===== src/rtl/flash_cmd_pkg.sv =====
package flash_cmd_pkg;

    localparam int LOW_CMP_W = 11;

    localparam logic [LOW_CMP_W-1:0] KEY_ADDR_A = 11'h555;
    localparam logic [LOW_CMP_W-1:0] KEY_ADDR_B = 11'h2AA;

    localparam logic [7:0] KEY_BYTE_A  = 8'hAA;
    localparam logic [7:0] KEY_BYTE_B  = 8'h55;
    localparam logic [7:0] OPC_PROGRAM = 8'hA0;
    localparam logic [7:0] OPC_ERASE   = 8'h80;
    localparam logic [7:0] OPC_IDENT   = 8'h90;
    localparam logic [7:0] OPC_WHOLE   = 8'h10;
    localparam logic [7:0] OPC_BLOCK   = 8'h30;
    localparam logic [7:0] OPC_GUARD   = 8'h20;
    localparam logic [7:0] OPC_PAUSE   = 8'hB0;
    localparam logic [7:0] OPC_ABORT   = 8'hF0;

    localparam logic [7:0] MAKER_CODE   = 8'hC2;
    localparam logic [7:0] PART_TOP     = 8'h36;
    localparam logic [7:0] PART_BOTTOM  = 8'h37;

    typedef enum logic [1:0] {
        VIEW_ARRAY  = 2'd0,
        VIEW_IDENT  = 2'd1,
        VIEW_STATUS = 2'd2,
        VIEW_GUARD  = 2'd3
    } view_e;

    typedef enum logic [1:0] {
        JOB_PROGRAM = 2'd0,
        JOB_WHOLE   = 2'd1,
        JOB_BLOCK   = 2'd2
    } job_e;

    typedef enum logic [3:0] {
        ST_READ,
        ST_KEY1,
        ST_KEY2,
        ST_PGM_ARM,
        ST_ERS_SETUP,
        ST_EKEY1,
        ST_EKEY2,
        ST_IDENT,
        ST_GUARD,
        ST_RUN_PGM,
        ST_RUN_WHOLE,
        ST_RUN_BLOCK,
        ST_PAUSED
    } seq_e;

    typedef struct packed {
        logic [17:0] a;
        logic [7:0]  d;
    } bus_wr_t;

    function automatic logic hit(input logic [LOW_CMP_W-1:0] a_lo,
                                 input logic [7:0] d,
                                 input logic [LOW_CMP_W-1:0] want_a,
                                 input logic [7:0] want_d);
        return (a_lo == want_a) && (d == want_d);
    endfunction

endpackage


===== src/rtl/flash_wr_capture.sv =====
module flash_wr_capture
    import flash_cmd_pkg::*;
#(
    parameter int ADDR_W = 18
) (
    input  logic              clk,
    input  logic              rst,
    input  logic              ce_n,
    input  logic              we_n,
    input  logic [ADDR_W-1:0] addr,
    input  logic [7:0]        din,
    output logic              wr_fire,
    output logic [ADDR_W-1:0] wr_addr,
    output logic [7:0]        wr_data
);
    logic              we_q;
    logic [ADDR_W-1:0] a_hold;

    always_ff @(posedge clk) begin
        if (rst) begin
            we_q   <= 1'b1;
            a_hold <= '0;
        end else begin
            we_q <= we_n;
            if (!ce_n && we_q && !we_n)
                a_hold <= addr;
        end
    end

    // commit on the strobe's rising edge while selected
    assign wr_fire = !ce_n && !we_q && we_n;
    assign wr_addr = a_hold;
    assign wr_data = din;

endmodule


===== src/rtl/flash_sector_map.sv =====
module flash_sector_map #(
    parameter int ADDR_W   = 18,
    parameter bit TOP_BOOT = 1'b1
) (
    input  logic [ADDR_W-1:0] a,
    output logic [2:0]        sector
);
    localparam int HI = ADDR_W - 1;

    generate
        if (TOP_BOOT) begin : g_top
            always_comb begin
                if (a[HI:HI-1] != 2'b11)  sector = {1'b0, a[HI:HI-1]};
                else if (!a[HI-2])        sector = 3'd3;
                else if (a[HI-3])         sector = 3'd6;
                else if (a[HI-4])         sector = 3'd5;
                else                      sector = 3'd4;
            end
        end else begin : g_bottom
            always_comb begin
                if (a[HI:HI-1] != 2'b00)  sector = 3'd3 + {1'b0, a[HI:HI-1]};
                else if (a[HI-2])         sector = 3'd3;
                else if (!a[HI-3])        sector = 3'd0;
                else if (a[HI-4])         sector = 3'd2;
                else                      sector = 3'd1;
            end
        end
    endgenerate

endmodule


===== src/rtl/flash_seq_fsm.sv =====
module flash_seq_fsm
    import flash_cmd_pkg::*;
#(
    parameter int ADDR_W = 18
) (
    input  logic              clk,
    input  logic              rst,
    input  logic              wr_fire,
    input  logic [ADDR_W-1:0] wr_addr,
    input  logic [7:0]        wr_data,
    input  logic [2:0]        wr_sector,
    input  logic              eng_done,
    output view_e             view,
    output logic              eng_start,
    output job_e              eng_op,
    output logic [ADDR_W-1:0] eng_addr,
    output logic [7:0]        eng_data,
    output logic [2:0]        eng_sector,
    output logic              eng_hold
);
    seq_e st, st_nx;
    logic go;
    job_e go_job;
    logic [LOW_CMP_W-1:0] lo;
    logic key_a, key_b, at_a;

    assign lo    = wr_addr[LOW_CMP_W-1:0];
    assign key_a = hit(lo, wr_data, KEY_ADDR_A, KEY_BYTE_A);
    assign key_b = hit(lo, wr_data, KEY_ADDR_B, KEY_BYTE_B);
    assign at_a  = (lo == KEY_ADDR_A);

    always_comb begin
        st_nx  = st;
        go     = 1'b0;
        go_job = JOB_PROGRAM;
        if (eng_done && (st == ST_RUN_PGM || st == ST_RUN_WHOLE || st == ST_RUN_BLOCK)) begin
            st_nx = ST_READ;
        end else if (wr_fire) begin
            unique case (st)
                ST_READ, ST_IDENT, ST_GUARD:
                    st_nx = key_a ? ST_KEY1 : ST_READ;
                ST_KEY1:      st_nx = key_b ? ST_KEY2 : ST_READ;
                ST_KEY2: begin
                    if (at_a && wr_data == OPC_PROGRAM)    st_nx = ST_PGM_ARM;
                    else if (at_a && wr_data == OPC_ERASE) st_nx = ST_ERS_SETUP;
                    else if (at_a && wr_data == OPC_IDENT) st_nx = ST_IDENT;
                    else                                   st_nx = ST_READ;
                end
                ST_PGM_ARM: begin
                    st_nx = ST_RUN_PGM;
                    go    = 1'b1;
                end
                ST_ERS_SETUP: st_nx = key_a ? ST_EKEY1 : ST_READ;
                ST_EKEY1:     st_nx = key_b ? ST_EKEY2 : ST_READ;
                ST_EKEY2: begin
                    if (at_a && wr_data == OPC_WHOLE) begin
                        st_nx = ST_RUN_WHOLE; go = 1'b1; go_job = JOB_WHOLE;
                    end else if (wr_data == OPC_BLOCK) begin
                        st_nx = ST_RUN_BLOCK; go = 1'b1; go_job = JOB_BLOCK;
                    end else if (at_a && wr_data == OPC_GUARD) begin
                        st_nx = ST_GUARD;
                    end else begin
                        st_nx = ST_READ;
                    end
                end
                ST_RUN_BLOCK: if (wr_data == OPC_PAUSE) st_nx = ST_PAUSED;
                ST_PAUSED:    if (wr_data == OPC_BLOCK) st_nx = ST_RUN_BLOCK;
                default:      st_nx = st;
            endcase
        end
    end

    always_ff @(posedge clk) begin
        if (rst) begin
            st         <= ST_READ;
            eng_start  <= 1'b0;
            eng_op     <= JOB_PROGRAM;
            eng_addr   <= '0;
            eng_data   <= '0;
            eng_sector <= '0;
        end else begin
            st        <= st_nx;
            eng_start <= go;
            if (go) begin
                eng_op     <= go_job;
                eng_addr   <= wr_addr;
                eng_data   <= wr_data;
                eng_sector <= wr_sector;
            end
        end
    end

    always_comb begin
        unique case (st)
            ST_IDENT:                               view = VIEW_IDENT;
            ST_GUARD:                               view = VIEW_GUARD;
            ST_RUN_PGM, ST_RUN_WHOLE, ST_RUN_BLOCK: view = VIEW_STATUS;
            default:                                view = VIEW_ARRAY;
        endcase
    end
    assign eng_hold = (st == ST_PAUSED);

    assert_reset_idle_R1: assert property (@(posedge clk)
        $past(rst) |-> (st == ST_READ && !eng_start));
    assert_start_pulse_R3: assert property (@(posedge clk) disable iff (rst)
        eng_start |=> !eng_start);
    assert_start_busy_R3: assert property (@(posedge clk) disable iff (rst)
        eng_start |-> view == VIEW_STATUS);
    assert_pgm_locked_R8: assert property (@(posedge clk) disable iff (rst)
        (st == ST_RUN_PGM && !eng_done) |=> st == ST_RUN_PGM);
    assert_whole_locked_R13: assert property (@(posedge clk) disable iff (rst)
        (st == ST_RUN_WHOLE && !eng_done) |=> st == ST_RUN_WHOLE);
    assert_pause_cause_R9: assert property (@(posedge clk) disable iff (rst)
        $rose(eng_hold) |-> ($past(wr_fire) && $past(wr_data) == OPC_PAUSE));

endmodule


===== src/rtl/flash_cmd_seq.sv =====
module flash_cmd_seq
    import flash_cmd_pkg::*;
#(
    parameter int ADDR_W   = 18,
    parameter bit TOP_BOOT = 1'b1
) (
    input  logic              clk,
    input  logic              rst,
    input  logic              ce_n,
    input  logic              we_n,
    input  logic [ADDR_W-1:0] addr,
    input  logic [7:0]        din,
    input  logic              eng_done,
    output logic [1:0]        mode,
    output logic [7:0]        id_byte,
    output logic              eng_start,
    output logic [1:0]        eng_op,
    output logic [ADDR_W-1:0] eng_addr,
    output logic [7:0]        eng_data,
    output logic [2:0]        eng_sector,
    output logic              eng_hold
);
    localparam logic [7:0] PART_CODE = TOP_BOOT ? PART_TOP : PART_BOTTOM;

    logic              wr_fire;
    logic [ADDR_W-1:0] wr_addr;
    logic [7:0]        wr_data;
    logic [2:0]        wr_sector;
    view_e             view;
    job_e              job;

    flash_wr_capture #(.ADDR_W(ADDR_W)) u_cap (
        .clk(clk), .rst(rst), .ce_n(ce_n), .we_n(we_n), .addr(addr), .din(din),
        .wr_fire(wr_fire), .wr_addr(wr_addr), .wr_data(wr_data)
    );

    flash_sector_map #(.ADDR_W(ADDR_W), .TOP_BOOT(TOP_BOOT)) u_map (
        .a(wr_addr), .sector(wr_sector)
    );

    flash_seq_fsm #(.ADDR_W(ADDR_W)) u_fsm (
        .clk(clk), .rst(rst), .wr_fire(wr_fire), .wr_addr(wr_addr),
        .wr_data(wr_data), .wr_sector(wr_sector), .eng_done(eng_done),
        .view(view), .eng_start(eng_start), .eng_op(job), .eng_addr(eng_addr),
        .eng_data(eng_data), .eng_sector(eng_sector), .eng_hold(eng_hold)
    );

    assign mode   = view;
    assign eng_op = job;

    always_comb begin
        id_byte = 8'h00;
        if (view == VIEW_IDENT) begin
            if (addr[1:0] == 2'b00)      id_byte = MAKER_CODE;
            else if (addr[1:0] == 2'b01) id_byte = PART_CODE;
        end
    end

    assert_hold_only_paused_R9: assert property (@(posedge clk) disable iff (rst)
        eng_hold |-> !eng_start);

endmodule


===== config.mk =====
export PLATFORM = sky130hd
export DESIGN_NAME = flash_cmd_seq
export DESIGN_NICKNAME = d
export VERILOG_FILES = /design/src/rtl/flash_cmd_pkg.sv /design/src/rtl/flash_wr_capture.sv /design/src/rtl/flash_sector_map.sv /design/src/rtl/flash_seq_fsm.sv /design/src/rtl/flash_cmd_seq.sv
export SDC_FILE = /design/constraint.sdc
export NUM_CORES = 1
export LEC_CHECK = 0
export ABC_CLOCK_PERIOD_IN_PS = 1850
export BUFFER_PORTS_ARGS = -buffer_cell sky130_fd_sc_hd__buf_2
export CORE_ASPECT_RATIO = 1.75
export CORE_UTILIZATION = 52
export CTS_CLUSTER_DIAMETER = 40
export DETAILED_ROUTE_END_ITERATION = 8
export GPL_TIMING_DRIVEN = 0
export MAX_ROUTING_LAYER = met4
export PLACE_DENSITY = 0.8
export SYNTH_ARGS = -nofsm -noshare
export SYNTH_HDL_FRONTEND = slang
export SYNTH_SLANG_ARGS = --single-unit

===== constraint.sdc =====
create_clock -name clk -period 1.85 [get_ports clk]
set_clock_uncertainty 0.1 [all_clocks]
set_input_delay 0.185 -clock clk [delete_from_list [all_inputs] [get_ports clk]]
set_output_delay 0.185 -clock clk [all_outputs]
set_load 0.03 [all_outputs]

=== Yosys cells after proc, flatten, opt, wreduce, memory -nomap -nowiden ===
Cells that the tools add are included.

* Bits in read-only memories: 0
* Input port bits: 31
* Memories: 0
* Flip-flop bits (word level): 55
* Latch bits: 0
* Word-level logic and storage cells: 91
* RAM bits: 0
* Output and inout bits: 43

* Reductions and logical operators: 24
* Multipliers: 0
* Divide/modulo/power cells: 0
* Shift-type cells: 0
* Add/sub/neg operators: 0
* Magnitude comparators: 0
* Mux-type cells: 31
* Bitwise logic cells: 0
* Equality and inequality tests: 28

{| class="wikitable"
|+ Operators with widths
! cell !! number
|-
| $eq 8x8->1 const B || 5
|-
| $pmux 4 s9 || 1
|-
| $mux 4 || 7
|-
| $eq 4x4->1 const B || 5
|-
| $mux 3 || 6
|-
| $eq 4x3->1 const B || 4
|-
| $eq 8x6->1 const B || 2
|-
| $mux 8 || 2
|-
| $logic_and 1x1->1 || 12
|-
| $mux 2 || 6
|-
| $eq 11x10->1 const B || 1
|-
| $eq 11x11->1 const B || 1
|-
| $reduce_bool 9->1 || 1
|-
| $eq 4x2->1 const B || 2
|-
| $eq 8x5->1 const B || 1
|-
| $eq 8x7->1 const B || 1
|-
| $mux 1 || 6
|-
| $mux 6 || 1
|-
| $pmux 2 s3 || 1
|-
| $reduce_or 3->1 || 2
|-
| $eq 2x1->1 const B || 2
|-
| $eq 4x1->1 const B || 1
|-
| $logic_not 4->1 || 1
|-
| $ne 2x2->1 const B || 2
|-
| other kinds (7) || 10
|}

=== Logic depth before layout (Yosys ltp) ===
* Depth after elaboration: 6
* Gate-level depth with buffers: 9
* Mapped depth without buffers: 6

=== Hierarchy ===
From an unflattened synthesis, not the netlist that was laid out.

* Cell total of the unflattened synthesis: 366
* Area, all modules: 3209.3 um2

{| class="wikitable"
|+ Modules (own cells, without submodules)
! module !! area an instance (um2) !! cells each !! times used !! sequential area each (um2)
|-
| flash_seq_fsm || 2179.6 || 261 || 1 || 720.7
|-
| flash_wr_capture || 919.6 || 90 || 1 || 380.4
|-
| flash_cmd_seq || 76.3 || 9 || 1 || 0.0
|-
| flash_sector_map || 33.8 || 6 || 1 || 0.0
|}

=== Worst setup path after synthesis ===
Ideal clock, no wire load.

* Path kind: reg2out
* Start point: register u_fsm.st[0]
* End point: output id_byte[4]
* Data required time: 1.565 ns
* Slack: -0.545 ns
* Stages on the path, launching flop included: 7
* Arrival time: 2.110 ns
* Buffers on the path: 2
* Cells stage by stage: dfxtp_1 -> clkbuf_8 -> nand2_1 -> or3_1 -> nor2_1 -> and2_1 -> buf_4

* Longest elaborated chain between the ends: 5
* Elaborated cells on any way between the ends: 9
* Those cells by class: eq/ne: 6; mux: 2; reduce/logical: 1

{| class="wikitable"
|+ Ends and longest elaborated chain
! what !! line !! text
|-
| start, declared || flash_seq_fsm.sv:21 || <nowiki>seq_e st, st_nx;</nowiki>
|-
| start signal, assigned || flash_seq_fsm.sv:82 || <nowiki>st <= st_nx;</nowiki>
|-
| $eq 4x4->1 || flash_seq_fsm.sv:94 || <nowiki>unique case (st)</nowiki>
|-
| $reduce_or 3->1 || flash_seq_fsm.sv:94 ||
|-
| $pmux 2 s3 (*) || flash_seq_fsm.sv:94 ||
|-
| $eq 2x1->1 (*) || flash_cmd_seq.sv:53 || <nowiki>if (view == VIEW_IDENT) begin</nowiki>
|-
| $mux 8 (*) || flash_cmd_seq.sv:53 ||
|-
| end, declared || flash_cmd_seq.sv:15 || <nowiki>output logic [7:0] id_byte,</nowiki>
|}

Mark *: on every way between the ends. The rest lies on a longest branch, timed or not.

=== Worst setup path after layout ===
* Start point: register u_fsm.st[0]
* End point: output id_byte[5]

The elaborated chain is that of the path after synthesis.

==> impl_metrics.tcl <==
set metrics [dict create \
    synth_top_cells_by_area "dfxtp_1 42%, mux2i_1 9.8%, nand2_1 7.4%" \
    synth_area_per_cell_um2 8.73 \
    tightestPinTransition_ns 0.603 \
    top_layer_used "met4" \
    r2r-end "u_fsm.eng_addr[6]" \
    leakage_nw 1.77 \
    grt_max_degree 18 \
    slew_headroom_pct 59.8 \
    num_io_pins 74 \
    antenna_cells 0 \
    critPathMaxFanout 3 \
    synth-compound-area-share_pct 11.1 \
    finalCritPeriodShare_pct 110 \
    grt_usage_pct 28.4 \
    synthMuxAreaShare_pct 9.84 \
    wl_mm 7.57 \
    grt_pass1_vias 2480 \
    min-delay-start "addr[12]" \
    synth_top_family_by_area "simple AND/OR/NAND/NOR gates" \
    synth-main-ff-cell "dfxtp_1" \
    p_per_area_nw_per_um2 603 \
    outcome "complete, but fails checks" \
    overflow 0 \
    timing.rr.start "u_fsm.st[1]" \
    whs_ns -0.0100 \
    synth_seq_cells 55 \
    yosysWarnings 0 \
    synth-seq-area-share_pct 41.6 \
    grt_antenna_before_repair 0 \
    cts_tree "done" \
    wl_per_cell_um 16.5 \
    cts-root-buf "clkbuf_8" \
    layout_min_cycle_time_ns 2.03 \
    vias 2621 \
    cap_violations 0 \
    ff2ff_setup_slack_ns -0.13 \
    final_common_cell "buf_2" \
    pre_cts_ws_ns -0.0351 \
    vdd_ir_drop_max_v 0.000581 \
    layout_setup_ws_ns -0.179 \
    fin_cells 459 \
    power_mw 2.23 \
    wl_met1_mm 2.77 \
    cp-startpoint "u_fsm.st[0]" \
    setup_violations 27 \
    yosys.cell_types.count 56 \
    synth_area_um2 2640 \
    core_um2 4930 \
    crit_required_ns 1.56 \
    synth_area_leader_cell "dfxtp_1" \
    initial_core_util_pct 53.6 \
    dp.cells 427 \
    clock_insertion_delay_worst_skew_ns 0.32 \
    slew_violations 0 \
    final_antenna_net_count 0 \
    path_class "reg -> out" \
    cts_inserted_buffers 5 \
    die_width_um 55.9 \
    routed-wl-met2_mm 4.13 \
    cts.clk_slew.worst_paths_ns 0.11 \
    async_reset_ff_share_pct 0 \
    cp-start-kind "flop" \
    fin_nets 435 \
    post-route-util_pct 74.8 \
    die_h_um 96.3 \
    clock-sinks 55 \
    synthXorXnorAreaFrac_pct 0.663 \
    fmax_mhz 493 \
    rows 34 \
    h-tree-depth 2 \
    cts_buffer_depth 2 \
    synthSimpleGateAreaFrac_pct 29.4 \
    rsz0062_at_grt "yes" \
    synth-edff-count 0 \
    route.detailed.drc 1 \
    violations "DRC, hold timing, setup timing" \
    synthAdderAreaFrac_pct 0 \
    drtIter0Drc 92 \
    die_area_um2 5380 \
    layout_common_cells "62 x buf_2, 49 x nand2_1, 45 x dfxtp_1, 35 x nor2_1, 26 x a21oi_1" \
    timing.hold.worst.class "in -> reg" \
    holdPathStages 3 \
    finalHoldViolations 5 \
    grt_pass1_wl_mm 11.4 \
    hpwlAfterDp_mm 5.08 \
    hold_end "u_cap.wr_addr[12]" \
    synthCells 303 \
    drt-pass1-iter-count 6 \
    synth_top_area_share_pct 41.6 \
    area_delta_synth_final_pct 39.6 \
    critPathCaptureType "primary output" \
    vias_per_cell 5.71 \
    ff2ff_path_depth 11 \
    drive_above_1_share_pct 40.7 \
    gp_congestion 0.867 \
    wl_met3_um 309 \
    cp.arrival_ns 1.74 \
    portBuffers 69 \
]
==> worst max-delay path, cell delays in order, from the launching register on <==
cell and delay [ns]:
dfxtp_4 0.36, clkbuf_8 0.12, nand2_4 0.05, or3_4 0.40, nor2_4 0.10, and2_4 0.17
buf_6 0.09, buf_6 0.12
==> worst max path at each step <==
stage	to	slack (ns)	cells after the start
after floorplan	id_byte[4]	-0.04	6
after global placement	u_fsm.st[3]	-0.05	7
after detailed placement	u_fsm.st[0]	-0.04	6
after CTS	id_byte[4]	-0.16	7
after global routing	id_byte[4]	-0.23	6
final	id_byte[5]	-0.18	7
==> metrics by stage <==
step,setup TNS [ns],area [um^2]
finish,-2.13,3690
CTS,-2.58,3550
detailed placement,-0.374,3100
global placement,-0.213,3100
floorplan,-0.0505,2680
global route,-4.52,3690
==> state kept, by name, summed over array words and instances, names as in the netlist <==
signal            count
u_fsm.eng_sector      3
u_fsm.eng_start       1
u_fsm.eng_op          2
u_fsm.eng_addr       18
u_cap.we_q            1
u_cap.wr_addr        18
u_fsm.eng_data        8
u_fsm.st              4
==> power breakdown <==
group          leakage [nW]  switching [mW]  internal, mW
logic                  1.26           0.100        0.0714
registers             0.450          0.0213          1.20
clock network        0.0558           0.423         0.410
==> final cells by class <==
cell class,instances,area [um^2]
multi-input combinational,222,1540
tap,54,67.6
sequential,55,1120
inverter,4,15.0
timing repair buffer,93,643
clock buffer,6,72.6
clock inverter,2,38.8
buffer,23,201
fill,357,1240
==> cells in the mapped netlist (3+ instances only) <==
library cell  instances
a21oi_1              28
a31oi_1               3
and2_1                3
and4bb_1              3
buf_4                 6
buf_6                 6
clkbuf_1              9
dfxtp_1              55
inv_1                 4
mux2i_1              26
nand2_1              52
nand3_1               5
nor2_1               36
nor3_1                4
nor3b_1               4
nor4_1                3
o21ai_0               4
or2_2                 3
or3_1                 3
==> kinds of logic after synthesis <==
| kind of cell | count (synthesis) |
|---|---|
| and+or+nand+nor | 143 |
| buffers and inverters | 27 |
| other | 1 |
| AOI/OAI and AO/OA | 49 |
| DFF | 55 |
| xor gates and xnor gates | 2 |
| muxes | 26 |
==> repair_timing <==
| action | 4_1_cts | 5_1_grt |
|---|---|---|
| cloned | 2 | 0 |
| buffers inserted | 13 | 5 |
| pin swaps | 12 | 11 |
| hold endpoints to repair | 5 | 0 |
| setup endpoints to repair | 33 | 45 |
| resized for setup | 37 | 35 |
| hold buffers | 5 | 0 |
==> metal layers <==
metal | vias up | GRT usage (%)
met5 | - | -
met4 | 0 | 16.7
met3 | 33 | 3.63
met2 | 109 | 54.1
met1 | 1236 | 27.2
li1 | 1243 | -
Note: power is estimated with default switching activity, not from simulation.
